File: src/rtl/vlm_pkg.sv
package vlm_pkg;

    localparam int unsigned CODE_W = 11;
    localparam int unsigned NUM_CH = 3;

    typedef logic [CODE_W-1:0] code_t;
    typedef logic [NUM_CH-1:0][CODE_W-1:0] trio_t;

    typedef enum logic [1:0] {
        LK_ACTIVE = 2'd0,
        LK_BLANK  = 2'd1,
        LK_VSYNC  = 2'd2
    } line_kind_e;

    typedef enum logic [1:0] {
        SRC_VIDEO   = 2'd0,
        SRC_BLANK   = 2'd1,
        SRC_SYNC_LO = 2'd2,
        SRC_SYNC_HI = 2'd3
    } src_e;

    typedef struct packed {
        code_t blank;
        code_t sync_lo;
        code_t sync_hi;
    } lvl_set_t;

    typedef struct packed {
        line_kind_e kind;
        logic       in_win;
        logic       hdr_lo;
        logic       hdr_hi;
        logic       field2;
        logic       frame_end;
    } rast_t;

    function automatic code_t sat_add(code_t a, code_t b);
        logic [CODE_W:0] s;
        s = {1'b0, a} + {1'b0, b};
        return s[CODE_W] ? {CODE_W{1'b1}} : s[CODE_W-1:0];
    endfunction

    // Header phases win over line type; PC mode wins over all.
    function automatic src_e pick_src(logic pc_mode, logic passthru, rast_t r);
        if (pc_mode)                    return SRC_VIDEO;
        else if (r.hdr_lo)              return SRC_SYNC_LO;
        else if (r.hdr_hi)              return SRC_SYNC_HI;
        else if (r.kind == LK_VSYNC)    return SRC_SYNC_LO;
        else if (r.in_win && (r.kind == LK_ACTIVE || passthru))
                                        return SRC_VIDEO;
        else                            return SRC_BLANK;
    endfunction

endpackage

File: src/rtl/vlm_raster.sv
module vlm_raster
    import vlm_pkg::*;
#(
    parameter int unsigned PIX_W  = 12,
    parameter int unsigned LINE_W = 11
) (
    input  logic              clk,
    input  logic              rst,
    input  logic [PIX_W-1:0]  cfg_line_len,
    input  logic [PIX_W-1:0]  cfg_sync_w,
    input  logic [PIX_W-1:0]  cfg_act_start,
    input  logic [PIX_W-1:0]  cfg_act_end,
    input  logic [LINE_W-1:0] cfg_frame_lines,
    input  logic [LINE_W-1:0] cfg_field_lines,
    input  logic [LINE_W-1:0] cfg_vs_lines,
    input  logic [LINE_W-1:0] cfg_f1_first,
    input  logic [LINE_W-1:0] cfg_f1_last,
    input  logic [LINE_W-1:0] cfg_f2_first,
    input  logic [LINE_W-1:0] cfg_f2_last,
    output rast_t             rast_o
);

    localparam logic [PIX_W-1:0]  PIX_ONE  = PIX_W'(1);
    localparam logic [LINE_W-1:0] LINE_ONE = LINE_W'(1);

    logic [PIX_W-1:0]  pix_q;
    logic [LINE_W-1:0] line_q;
    logic              last_pix;
    logic              last_line;
    logic              field2;
    logic [LINE_W-1:0] vs_end;
    logic              is_vs;
    logic              is_act;
    logic [PIX_W:0]    sync_w2;
    line_kind_e        kind;

    assign last_pix  = (pix_q == (cfg_line_len - PIX_ONE));
    assign last_line = (line_q == cfg_frame_lines);

    always_ff @(posedge clk) begin
        if (rst) begin
            pix_q  <= '0;
            line_q <= LINE_ONE;
        end else if (last_pix) begin
            pix_q  <= '0;
            line_q <= last_line ? LINE_ONE : (line_q + LINE_ONE);
        end else begin
            pix_q  <= pix_q + PIX_ONE;
        end
    end

    always_comb begin
        field2  = (line_q > cfg_field_lines);
        vs_end  = field2 ? (cfg_field_lines + cfg_vs_lines) : cfg_vs_lines;
        is_vs   = (line_q <= vs_end);
        is_act  = field2 ? ((line_q >= cfg_f2_first) && (line_q <= cfg_f2_last))
                         : ((line_q >= cfg_f1_first) && (line_q <= cfg_f1_last));
        if (is_vs)       kind = LK_VSYNC;
        else if (is_act) kind = LK_ACTIVE;
        else             kind = LK_BLANK;
        sync_w2 = {cfg_sync_w, 1'b0};
    end

    always_comb begin
        rast_o.kind      = kind;
        rast_o.field2    = field2;
        rast_o.hdr_lo    = (pix_q < cfg_sync_w);
        rast_o.hdr_hi    = !(pix_q < cfg_sync_w) && ({1'b0, pix_q} < sync_w2);
        rast_o.in_win    = (pix_q >= cfg_act_start) && (pix_q < cfg_act_end);
        rast_o.frame_end = last_pix && last_line;
    end


    line_range_chk: assert property (@(posedge clk) disable iff (rst)
        (line_q >= LINE_ONE) && (line_q <= cfg_frame_lines));


    pix_step_chk: assert property (@(posedge clk) disable iff (rst)
        !last_pix |=> (pix_q == $past(pix_q) + PIX_ONE) && $stable(line_q));


    frame_wrap_chk: assert property (@(posedge clk) disable iff (rst)
        rast_o.frame_end |=> (line_q == LINE_ONE) && (pix_q == '0));

endmodule

File: src/rtl/vlm_level_sel.sv
module vlm_level_sel
    import vlm_pkg::*;
(
    input  logic     clk,
    input  logic     rst,
    input  logic     frame_end_i,
    input  lvl_set_t cfg_luma,
    input  lvl_set_t cfg_chroma,
    input  src_e     src_i,
    input  trio_t    vid_i,
    output trio_t    sel_o
);

    lvl_set_t luma_q;
    lvl_set_t chroma_q;

    always_ff @(posedge clk) begin
        if (rst || frame_end_i) begin
            luma_q   <= cfg_luma;
            chroma_q <= cfg_chroma;
        end
    end

    for (genvar ch = 0; ch < NUM_CH; ch++) begin : g_ch
        lvl_set_t set;
        if (ch == 0) begin : g_luma
            assign set = luma_q;
        end else begin : g_chroma
            assign set = chroma_q;
        end

        always_comb begin
            unique case (src_i)
                SRC_VIDEO:   sel_o[ch] = vid_i[ch];
                SRC_BLANK:   sel_o[ch] = set.blank;
                SRC_SYNC_LO: sel_o[ch] = set.sync_lo;
                SRC_SYNC_HI: sel_o[ch] = set.sync_hi;
                default:     sel_o[ch] = set.blank;
            endcase
        end
    end


    shadow_hold_chk: assert property (@(posedge clk) disable iff (rst)
        (!$past(rst) && !$past(frame_end_i)) |-> ($stable(luma_q) && $stable(chroma_q)));

endmodule

File: src/rtl/vlm_headroom.sv
module vlm_headroom
    import vlm_pkg::*;
#(
    parameter int unsigned HEADROOM = 300
) (
    input  logic  clk,
    input  logic  rst,
    input  logic  cfg_rgb,
    input  trio_t sel_i,
    output trio_t dac_o
);

    localparam code_t OFS      = code_t'(HEADROOM);
    localparam code_t CODE_TOP = {CODE_W{1'b1}};

    trio_t sum;
    trio_t dac_q;
    logic [NUM_CH-1:0] add_en;

    for (genvar ch = 0; ch < NUM_CH; ch++) begin : g_ch
        if (ch == 0) begin : g_always
            assign add_en[ch] = 1'b1;
        end else begin : g_rgb_only
            assign add_en[ch] = cfg_rgb;
        end
        assign sum[ch] = add_en[ch] ? sat_add(sel_i[ch], OFS) : sel_i[ch];
    end

    always_ff @(posedge clk) begin
        if (rst) dac_q <= '0;
        else     dac_q <= sum;
    end

    assign dac_o = dac_q;


    sat_floor_chk: assert property (@(posedge clk) disable iff (rst)
        (sum[1] >= sel_i[1]) && (sum[2] >= sel_i[2]) && (sum[0] >= sel_i[0]));


    luma_offset_chk: assert property (@(posedge clk) disable iff (rst)
        (!$past(rst) && ($past(sel_i[0]) <= (CODE_TOP - OFS)))
        |-> (dac_q[0] == $past(sel_i[0]) + OFS));

endmodule

File: src/rtl/vid_level_mux.sv
module vid_level_mux
    import vlm_pkg::*;
#(
    parameter int unsigned PIX_W    = 12,
    parameter int unsigned LINE_W   = 11,
    parameter int unsigned HEADROOM = 300
) (
    input  logic              clk,
    input  logic              rst,
    input  logic              cfg_pc_mode,
    input  logic              cfg_rgb,
    input  logic              cfg_passthru,
    input  logic [PIX_W-1:0]  cfg_line_len,
    input  logic [PIX_W-1:0]  cfg_sync_w,
    input  logic [PIX_W-1:0]  cfg_act_start,
    input  logic [PIX_W-1:0]  cfg_act_end,
    input  logic [LINE_W-1:0] cfg_frame_lines,
    input  logic [LINE_W-1:0] cfg_field_lines,
    input  logic [LINE_W-1:0] cfg_vs_lines,
    input  logic [LINE_W-1:0] cfg_f1_first,
    input  logic [LINE_W-1:0] cfg_f1_last,
    input  logic [LINE_W-1:0] cfg_f2_first,
    input  logic [LINE_W-1:0] cfg_f2_last,
    input  logic [10:0]       cfg_y_blank,
    input  logic [10:0]       cfg_y_sync_lo,
    input  logic [10:0]       cfg_y_sync_hi,
    input  logic [10:0]       cfg_c_blank,
    input  logic [10:0]       cfg_c_sync_lo,
    input  logic [10:0]       cfg_c_sync_hi,
    input  logic [10:0]       vid_y,
    input  logic [10:0]       vid_cb,
    input  logic [10:0]       vid_cr,
    output logic [10:0]       dac_y,
    output logic [10:0]       dac_cb,
    output logic [10:0]       dac_cr,
    output logic              dac_field
);

    rast_t    rast;
    src_e     src;
    lvl_set_t luma_cfg;
    lvl_set_t chroma_cfg;
    trio_t    vid;
    trio_t    sel;
    trio_t    dac;
    logic     field_q;

    assign luma_cfg   = '{blank: cfg_y_blank, sync_lo: cfg_y_sync_lo, sync_hi: cfg_y_sync_hi};
    assign chroma_cfg = '{blank: cfg_c_blank, sync_lo: cfg_c_sync_lo, sync_hi: cfg_c_sync_hi};
    assign vid        = {vid_cr, vid_cb, vid_y};
    assign src        = pick_src(cfg_pc_mode, cfg_passthru, rast);

    vlm_raster #(.PIX_W(PIX_W), .LINE_W(LINE_W)) i_raster (
        .clk             (clk),
        .rst             (rst),
        .cfg_line_len    (cfg_line_len),
        .cfg_sync_w      (cfg_sync_w),
        .cfg_act_start   (cfg_act_start),
        .cfg_act_end     (cfg_act_end),
        .cfg_frame_lines (cfg_frame_lines),
        .cfg_field_lines (cfg_field_lines),
        .cfg_vs_lines    (cfg_vs_lines),
        .cfg_f1_first    (cfg_f1_first),
        .cfg_f1_last     (cfg_f1_last),
        .cfg_f2_first    (cfg_f2_first),
        .cfg_f2_last     (cfg_f2_last),
        .rast_o          (rast)
    );

    vlm_level_sel i_level_sel (
        .clk         (clk),
        .rst         (rst),
        .frame_end_i (rast.frame_end),
        .cfg_luma    (luma_cfg),
        .cfg_chroma  (chroma_cfg),
        .src_i       (src),
        .vid_i       (vid),
        .sel_o       (sel)
    );

    vlm_headroom #(.HEADROOM(HEADROOM)) i_headroom (
        .clk     (clk),
        .rst     (rst),
        .cfg_rgb (cfg_rgb),
        .sel_i   (sel),
        .dac_o   (dac)
    );

    always_ff @(posedge clk) begin
        if (rst) field_q <= 1'b0;
        else     field_q <= rast.field2;
    end

    assign dac_y     = dac[0];
    assign dac_cb    = dac[1];
    assign dac_cr    = dac[2];
    assign dac_field = field_q;


    pc_pass_chk: assert property (@(posedge clk) disable iff (rst)
        (!$past(rst) && $past(cfg_pc_mode) && !$past(cfg_rgb))
        |-> ((dac_cb == $past(vid_cb)) && (dac_cr == $past(vid_cr))));


    vsync_no_pass_chk: assert property (@(posedge clk) disable iff (rst)
        (!cfg_pc_mode && (rast.kind == LK_VSYNC)) |-> (src != SRC_VIDEO));

endmodule

File: config.mk
export PLATFORM = sky130hd
export DESIGN_NAME = vid_level_mux
export DESIGN_NICKNAME = d
export VERILOG_FILES = /design/src/rtl/vlm_pkg.sv /design/src/rtl/vlm_raster.sv /design/src/rtl/vlm_level_sel.sv /design/src/rtl/vlm_headroom.sv /design/src/rtl/vid_level_mux.sv
export SDC_FILE = /design/constraint.sdc
export NUM_CORES = 1
export LEC_CHECK = 0
export BUFFER_PORTS_ARGS = -buffer_cell sky130_fd_sc_hd__buf_2
export CAP_MARGIN = 40
export CELL_PAD_IN_SITES_DETAIL_PLACEMENT = 2
export CELL_PAD_IN_SITES_GLOBAL_PLACEMENT = 2
export CORE_MARGIN = 3
export CORE_UTILIZATION = 31
export DETAILED_ROUTE_END_ITERATION = 6
export PLACE_DENSITY = 0.82
export RECOVER_POWER = 50
export SYNTH_ARGS = -nofsm -noshare
export SYNTH_HDL_FRONTEND = slang
export SYNTH_SLANG_ARGS = --single-unit
File: constraint.sdc
create_clock -name clk -period 6.8 [get_ports clk]
set_input_delay 1.02 -clock clk [delete_from_list [all_inputs] [get_ports clk]]
set_output_delay 1.02 -clock clk [all_outputs]
set_load 0.01 [all_outputs]
==> metrics.txt, run 1 <==
status completed; Cells after Synth around 1,000; yosys warns 0; via density per instance ~5.2; Pre-antenna DRT Iters 5; layout cell share with drive strength beyond 1 0.236; Critical Path RT a little over 7000 ps; Finished Core Util 0.402; minimum clock period ~6200 ps; mux cell area share after synthesis 0.0296; critical path fanouts, max 15; Syn Std Cell Area between 9000 and 10,000 um2; Sequential cell area roughly 3100 um2; Hold Crit Depth 1; port bufs 262; f_max 161 MHz; Pleak 0.00553 uW; CTS tree done; number of routed nets with antenna violations 0; met1 Use GR 0.283; root buffer cell clkbuf_16; vias roughly 8.7k; endpoints failing setup 0; Seq/Total Area, Yosys 0.344; worst-case clock buffer depth 2; Power Total 2190 uW; Sink Count 123; Synth Area in Simple Gates 0.138; setup ws final 578 ps; Worst R2R Setup Slack 950 ps; Arr. time, crit path 6590 ps; nets@finish between 1.5k and 2k; DR WL/cell approximately 22 um; VDD IR max 0.142 mV; Place WS just over 9 ps; Reg2Reg Depth 20; worst-margin pin slew ~770 ps; commonest cells after routing, fill and taps aside buf_2, ha_1, inv_1, nor2_1, edfxtp_1; PwrDens 189 nW/um2; Setup crit end kind flop; Hold Startpoint i_raster.pix_q[0]; setup TNS 0 ps; most used routing layer in global routing met2; largest family of logic cells by synthesized area compound AO/OA/AOI/OAI gates; r2r endpoint i_headroom.dac_o[24]; CTS buffer count 17; Setup Skew 18.1 ps; DR DRC count 0; CP Class primary input to flop; Die Y between 150 and 200 um; I/O pins roughly 260; drt first-iter violations 415; Multi-input gate area around 5400 um2; Total GRT Usage 0.225; GR Overflow Total 0; effective utilization at floorplan 0.315; worst-path cell with the longest stage delay or3b_2; Layout area overhead 27.4%; Critical Path Max Stage Delay about 480 ps; global-route wire length before repair around 54 mm; part of the cycle the worst path needs 0.915; initial antenna violation count 12; largest net degree at the start of global routing 73; Core Box Area between 20,000 and 30,000 um2; Rows 62; post-synthesis compound-gate area fraction 0.193; Adder-Cell Fraction of Synth Area 0.176; vias in the first global route between 9k and 10k; fillers roughly 3.2k; Syn Nets 1,344; Slew headroom 0.489; final hold violation count 0; Synth top area share 0.218; Synth area leaders edfxtp_1, ha_1, dfxtp_1; worst skew pair latency about 440 ps; ys flop type edfxtp_1; Post-synth EDFFs 66; Cell variety after synth ~80; die width 177 um; GR met3 Demand/Resource 0.0371; Hold WC Path Type flop to flop; DP HPWL 28.5 mm; leading area contributor after synthesis edfxtp_1; RSZ-0062 raised after global routing false; max_cap viols 0; Total Routed Length 36.1 mm; most common cell after layout, fill and taps aside buf_2; gpl congestion roughly 0.85; xor/xnor cell area share of the yosys netlist 0.0579; reg2reg start i_raster.line_q[0]; synthesized flop and latch total between 100 and 150; Synth async-reset ratio 0; worst hold path endpoint i_raster.pix_q[0]; Crit path buffers/inverters 3; Clk pin slew, worst setup/hold paths ~70 ps; startpoint types primary input; Max H-tree Level 4; syn avg cell area a little over 9 um2; met2 Use GR 0.392; kind of cell adding the most delay to the critical path compound AO/OA/AOI/OAI gates; die footprint approximately 31,000 um2; Final Max Tran Viols 0
where the power goes:
part | internal (uW) | switching (uW)
registers | 837 | 25.1
logic | 160 | 221
clock network | 525 | 418
cell families after synthesis:
family / Yosys count
multiplexers: 26
XOR/XNOR: 60
AND/OR/NAND/NOR: 257
adder cells (fa/ha/maj): 127
buffers and inverters: 145
AO/OA/AOI/OAI: 250
flip-flops: 123
area by class of cell:
cell class              count  share of cell area
diodes                      9             0.00195
clock buffers              17              0.0368
clock inverters            15              0.0151
inverters                 122              0.0396
multi-input cells         720               0.469
flip-flops and latches    123               0.270
well taps                 384              0.0415
repair buffers            288               0.126
Yosys cell counts (5+ instances only):
master and n:
inv_1 121, a221oi_1 5, nand4_1 16, nor4_1 8, and3_1 17, xnor2_1 28
o21a_1 8, o21bai_1 6, mux2i_1 22, xor2_1 32, nor2b_1 9, o22ai_1 7
a21o_1 17, nand3_1 30, nand2_1 62, nand2b_1 12, o21ai_0 47, ha_1 126
a221o_1 7, a21oi_1 54, nor3_1 15, o211ai_1 10, a211oi_1 11, nor2_1 68
edfxtp_1 66, dfxtp_1 57, o21ai_2 10, clkbuf_1 14, a31oi_1 11, or3_1 7
through the flow:
stage / cell area, um2 / hold slack, ps / std cells
2_1_floorplan: 9080 / 477 / 988
4_1_cts: 11600 / 606 / 1666
5_1_grt: 11600 / 647 / 1678
3_3_place_gp: 10900 / 569 / 1633
3_5_place_dp: 11000 / 592 / 1634
6_report: 11600 / 598 / 1678
per-layer routing:
| layer | share of wire | wire [um] |
|---|---|---|
| met5 | 0.0012 | 43 |
| met3 | 0.042 | 1510 |
| met4 | 0.016 | 586 |
| met1 | 0.44 | 15800 |
| met2 | 0.50 | 18200 |
flip-flops by register name, indices dropped and copies added, names as in the netlist:
| register | cells |
|---|---|
| i_raster.line_q | 11 |
| i_level_sel.g_ch.set | 33 |
| i_level_sel.chroma_q | 33 |
| i_raster.pix_q | 12 |
| i_headroom.dac_o | 33 |
| dac_field | 1 |
worst max path at each step:
stage                        from              endpoint  slack, ps  cells after the start
2_1_floorplan  cfg_field_lines[0]  i_headroom.dac_o[19]        830                     30
3_3_place_gp   cfg_field_lines[0]  i_headroom.dac_o[28]        290                     27
3_5_place_dp   cfg_field_lines[0]  i_headroom.dac_o[22]          9                     27
4_1_cts        cfg_field_lines[0]  i_headroom.dac_o[24]        290                     28
5_1_grt           cfg_vs_lines[0]  i_headroom.dac_o[19]         20                     31
6_report       cfg_field_lines[0]  i_headroom.dac_o[24]        580                     28
what timing repair did:
| action | CTS | global route |
|---|---|---|
| resized for setup | 0 | 7 |
| setup buffers | 0 | 3 |
| endpoints found under the setup margin | 0 | 21 |
| hold buffers | 0 | 0 |
No activity file was read; power rests on OpenSTA's default activity.
==> run 2, diff against run 1 <==
--- a/config.mk
+++ b/config.mk
@@ -11,7 +11,9 @@
 export CELL_PAD_IN_SITES_GLOBAL_PLACEMENT = 2
 export CORE_MARGIN = 3
 export CORE_UTILIZATION = 31
+export CTS_CLUSTER_DIAMETER = 100
 export DETAILED_ROUTE_END_ITERATION = 6
+export GPL_TIMING_DRIVEN = 0
 export PLACE_DENSITY = 0.82
 export RECOVER_POWER = 50
 export SYNTH_ARGS = -nofsm -noshare
==> metrics.txt, run 2 (synthesized netlist as in run 1, its figures left out) <==
PwrDens 188 nW/um2 (-0.63%); Finished Core Util 0.403 (+0.000956); CTS tree done; commonest cells after routing, fill and taps aside buf_2, ha_1, inv_1, nor2_1, edfxtp_1; most common cell after layout, fill and taps aside buf_2; CP Class primary input to flop; GR Overflow Total 0 (unchanged); Layout area overhead 27.7%; vias 8,743 (+0.13%); Die Y 177 um (unchanged); Hold-fix buffers, CTS 0 (unchanged); Total Routed Length 35.6 mm (-1.3%); Clk pin slew, worst setup/hold paths 70 ps (about the same); Rows 62 (unchanged); Pre-antenna DRT Iters 5 (unchanged); cell mode on critical path buf_4; endpoints failing setup 0 (unchanged); DP HPWL 28.6 mm (+0.35%); max_cap viols 0 (unchanged); largest net degree at the start of global routing 37 (-49%); minimum clock period 6440 ps (+222 ps); f_max 155 MHz (-3.4%); Pleak 0.00552 uW (-0.17%); Total GRT Usage 0.219 (-0.00534); drt first-iter violations 316 (-24%); Worst R2R Setup Slack 670 ps (-280 ps); worst-case clock buffer depth 2 (unchanged); nets@finish 1,633 (+0.31%); initial antenna violation count 10 (-2); Setup crit end kind flop; DR DRC count 0 (unchanged); Sink Count 123 (unchanged); CTS buffer count 17 (unchanged); Placed Area 10,900 um2 (-0.56%); gpl congestion 0.855 (+0.59%); I/O pins 263 (unchanged); die width 177 um (unchanged); worst-path cell with the longest stage delay o211ai_1; worst skew pair latency 420 ps (-20 ps); Final Max Tran Viols 0 (unchanged); final hold violation count 0 (unchanged); Core Box Area 28,800 um2 (unchanged); vias in the first global route 9,635 (-0.24%); die footprint 31,400 um2 (unchanged); number of routed nets with antenna violations 0 (unchanged); Hold WS 608 ps (+10.2 ps); port bufs 260 (-0.76%); Arr. time, crit path 6790 ps (+200 ps); DR WL/cell 21.1 um (-1.7%); Hold WC Path Type flop to flop; VDD IR max 0.150 mV (+5.9%); setup ws final 357 ps (-222 ps); Place WS -1130 ps (-1140 ps); Max H-tree Level 4 (unchanged); design area 11,600 um2 (+0.24%); setup TNS 0 ps (unchanged); Critical Path RT 7140 ps (-20 ps); Setup Skew 18.2 ps (+0.0696 ps); part of the cycle the worst path needs 0.948 (+0.0326); RSZ-0062 raised after global routing true; effective utilization at floorplan 0.315 (unchanged); Slew headroom 0.450 (-0.0397); root buffer cell clkbuf_16; status completed; critical path fanouts, max 9 (-6); worst-margin pin slew 825 ps (+59.5 ps); layout cell share with drive strength beyond 1 0.233 (-0.00324); startpoint types primary input; via density per instance 5.19 (-0.23%); Critical Path Max Stage Delay 480 ps (about the same); global-route wire length before repair 52.9 mm (-2.4%)
[run 2: what timing repair did]
item | CTS | global route
setup endpoints to repair | 29 | 31
gates resized for setup | 6 | 15
buffers inserted | 0 | 8
pin swaps | 0 | 2
[run 2: through the flow]
step | cells | total power, uW
after floorplan | 988 | 1070
after global placement | 1632 | 1230
after detailed placement | 1635 | 1260
after CTS | 1666 | 2200
after global routing | 1684 | 2280
final | 1684 | 2180
[run 2: report_power, final]
group	internal, uW	total, uW	switching, uW
registers	837	859	22.4
clock network	525	938	413
logic	160	381	221
[run 2: metal layers]
layer | wire (um) | GRT usage | vias to the layer above
li1 | - | - | 4180
met1 | 15300 | 0.272 | 4300
met2 | 18400 | 0.393 | 224
met3 | 1340 | 0.0324 | 37
met4 | 557 | 0.0658 | 2
met5 | 13 | 0 | -
[run 2: critical path, delay by kind of cell]
kind | cells | cell delay (ps)
simple gates | 7 | 1620
fa+ha+maj | 3 | 830
compound gates | 13 | 2280
buf+inv | 5 | 720
xor+xnor | 2 | 290
[run 2: final cells by class]
| class | instances | area [um2] |
|---|---|---|
| Antenna cell | 10 | 25.0 |
| Buffer | 22 | 111 |
| Clock buffer | 17 | 425 |
| Clock inverter | 15 | 169 |
| Fill cell | 3338 | 17200 |
| Inverter | 122 | 458 |
| Multi-Input combinational cell | 720 | 5450 |
| Sequential cell | 123 | 3120 |
| Tap cell | 384 | 480 |
| Timing Repair Buffer | 271 | 1350 |
[run 2: final timing paths]
| kind | start | end | cells past startpoint |
|---|---|---|---|
| worst max-delay path | cfg_field_lines[0] | i_headroom.dac_o[27] | 30 |
| worst min-delay path | i_raster.line_q[0] | i_raster.line_q[0] | 2 |
| worst max register to register | i_raster.line_q[8] | i_headroom.dac_o[27] | 24 |
| worst min register to register | i_raster.line_q[0] | i_raster.line_q[0] | 2 |
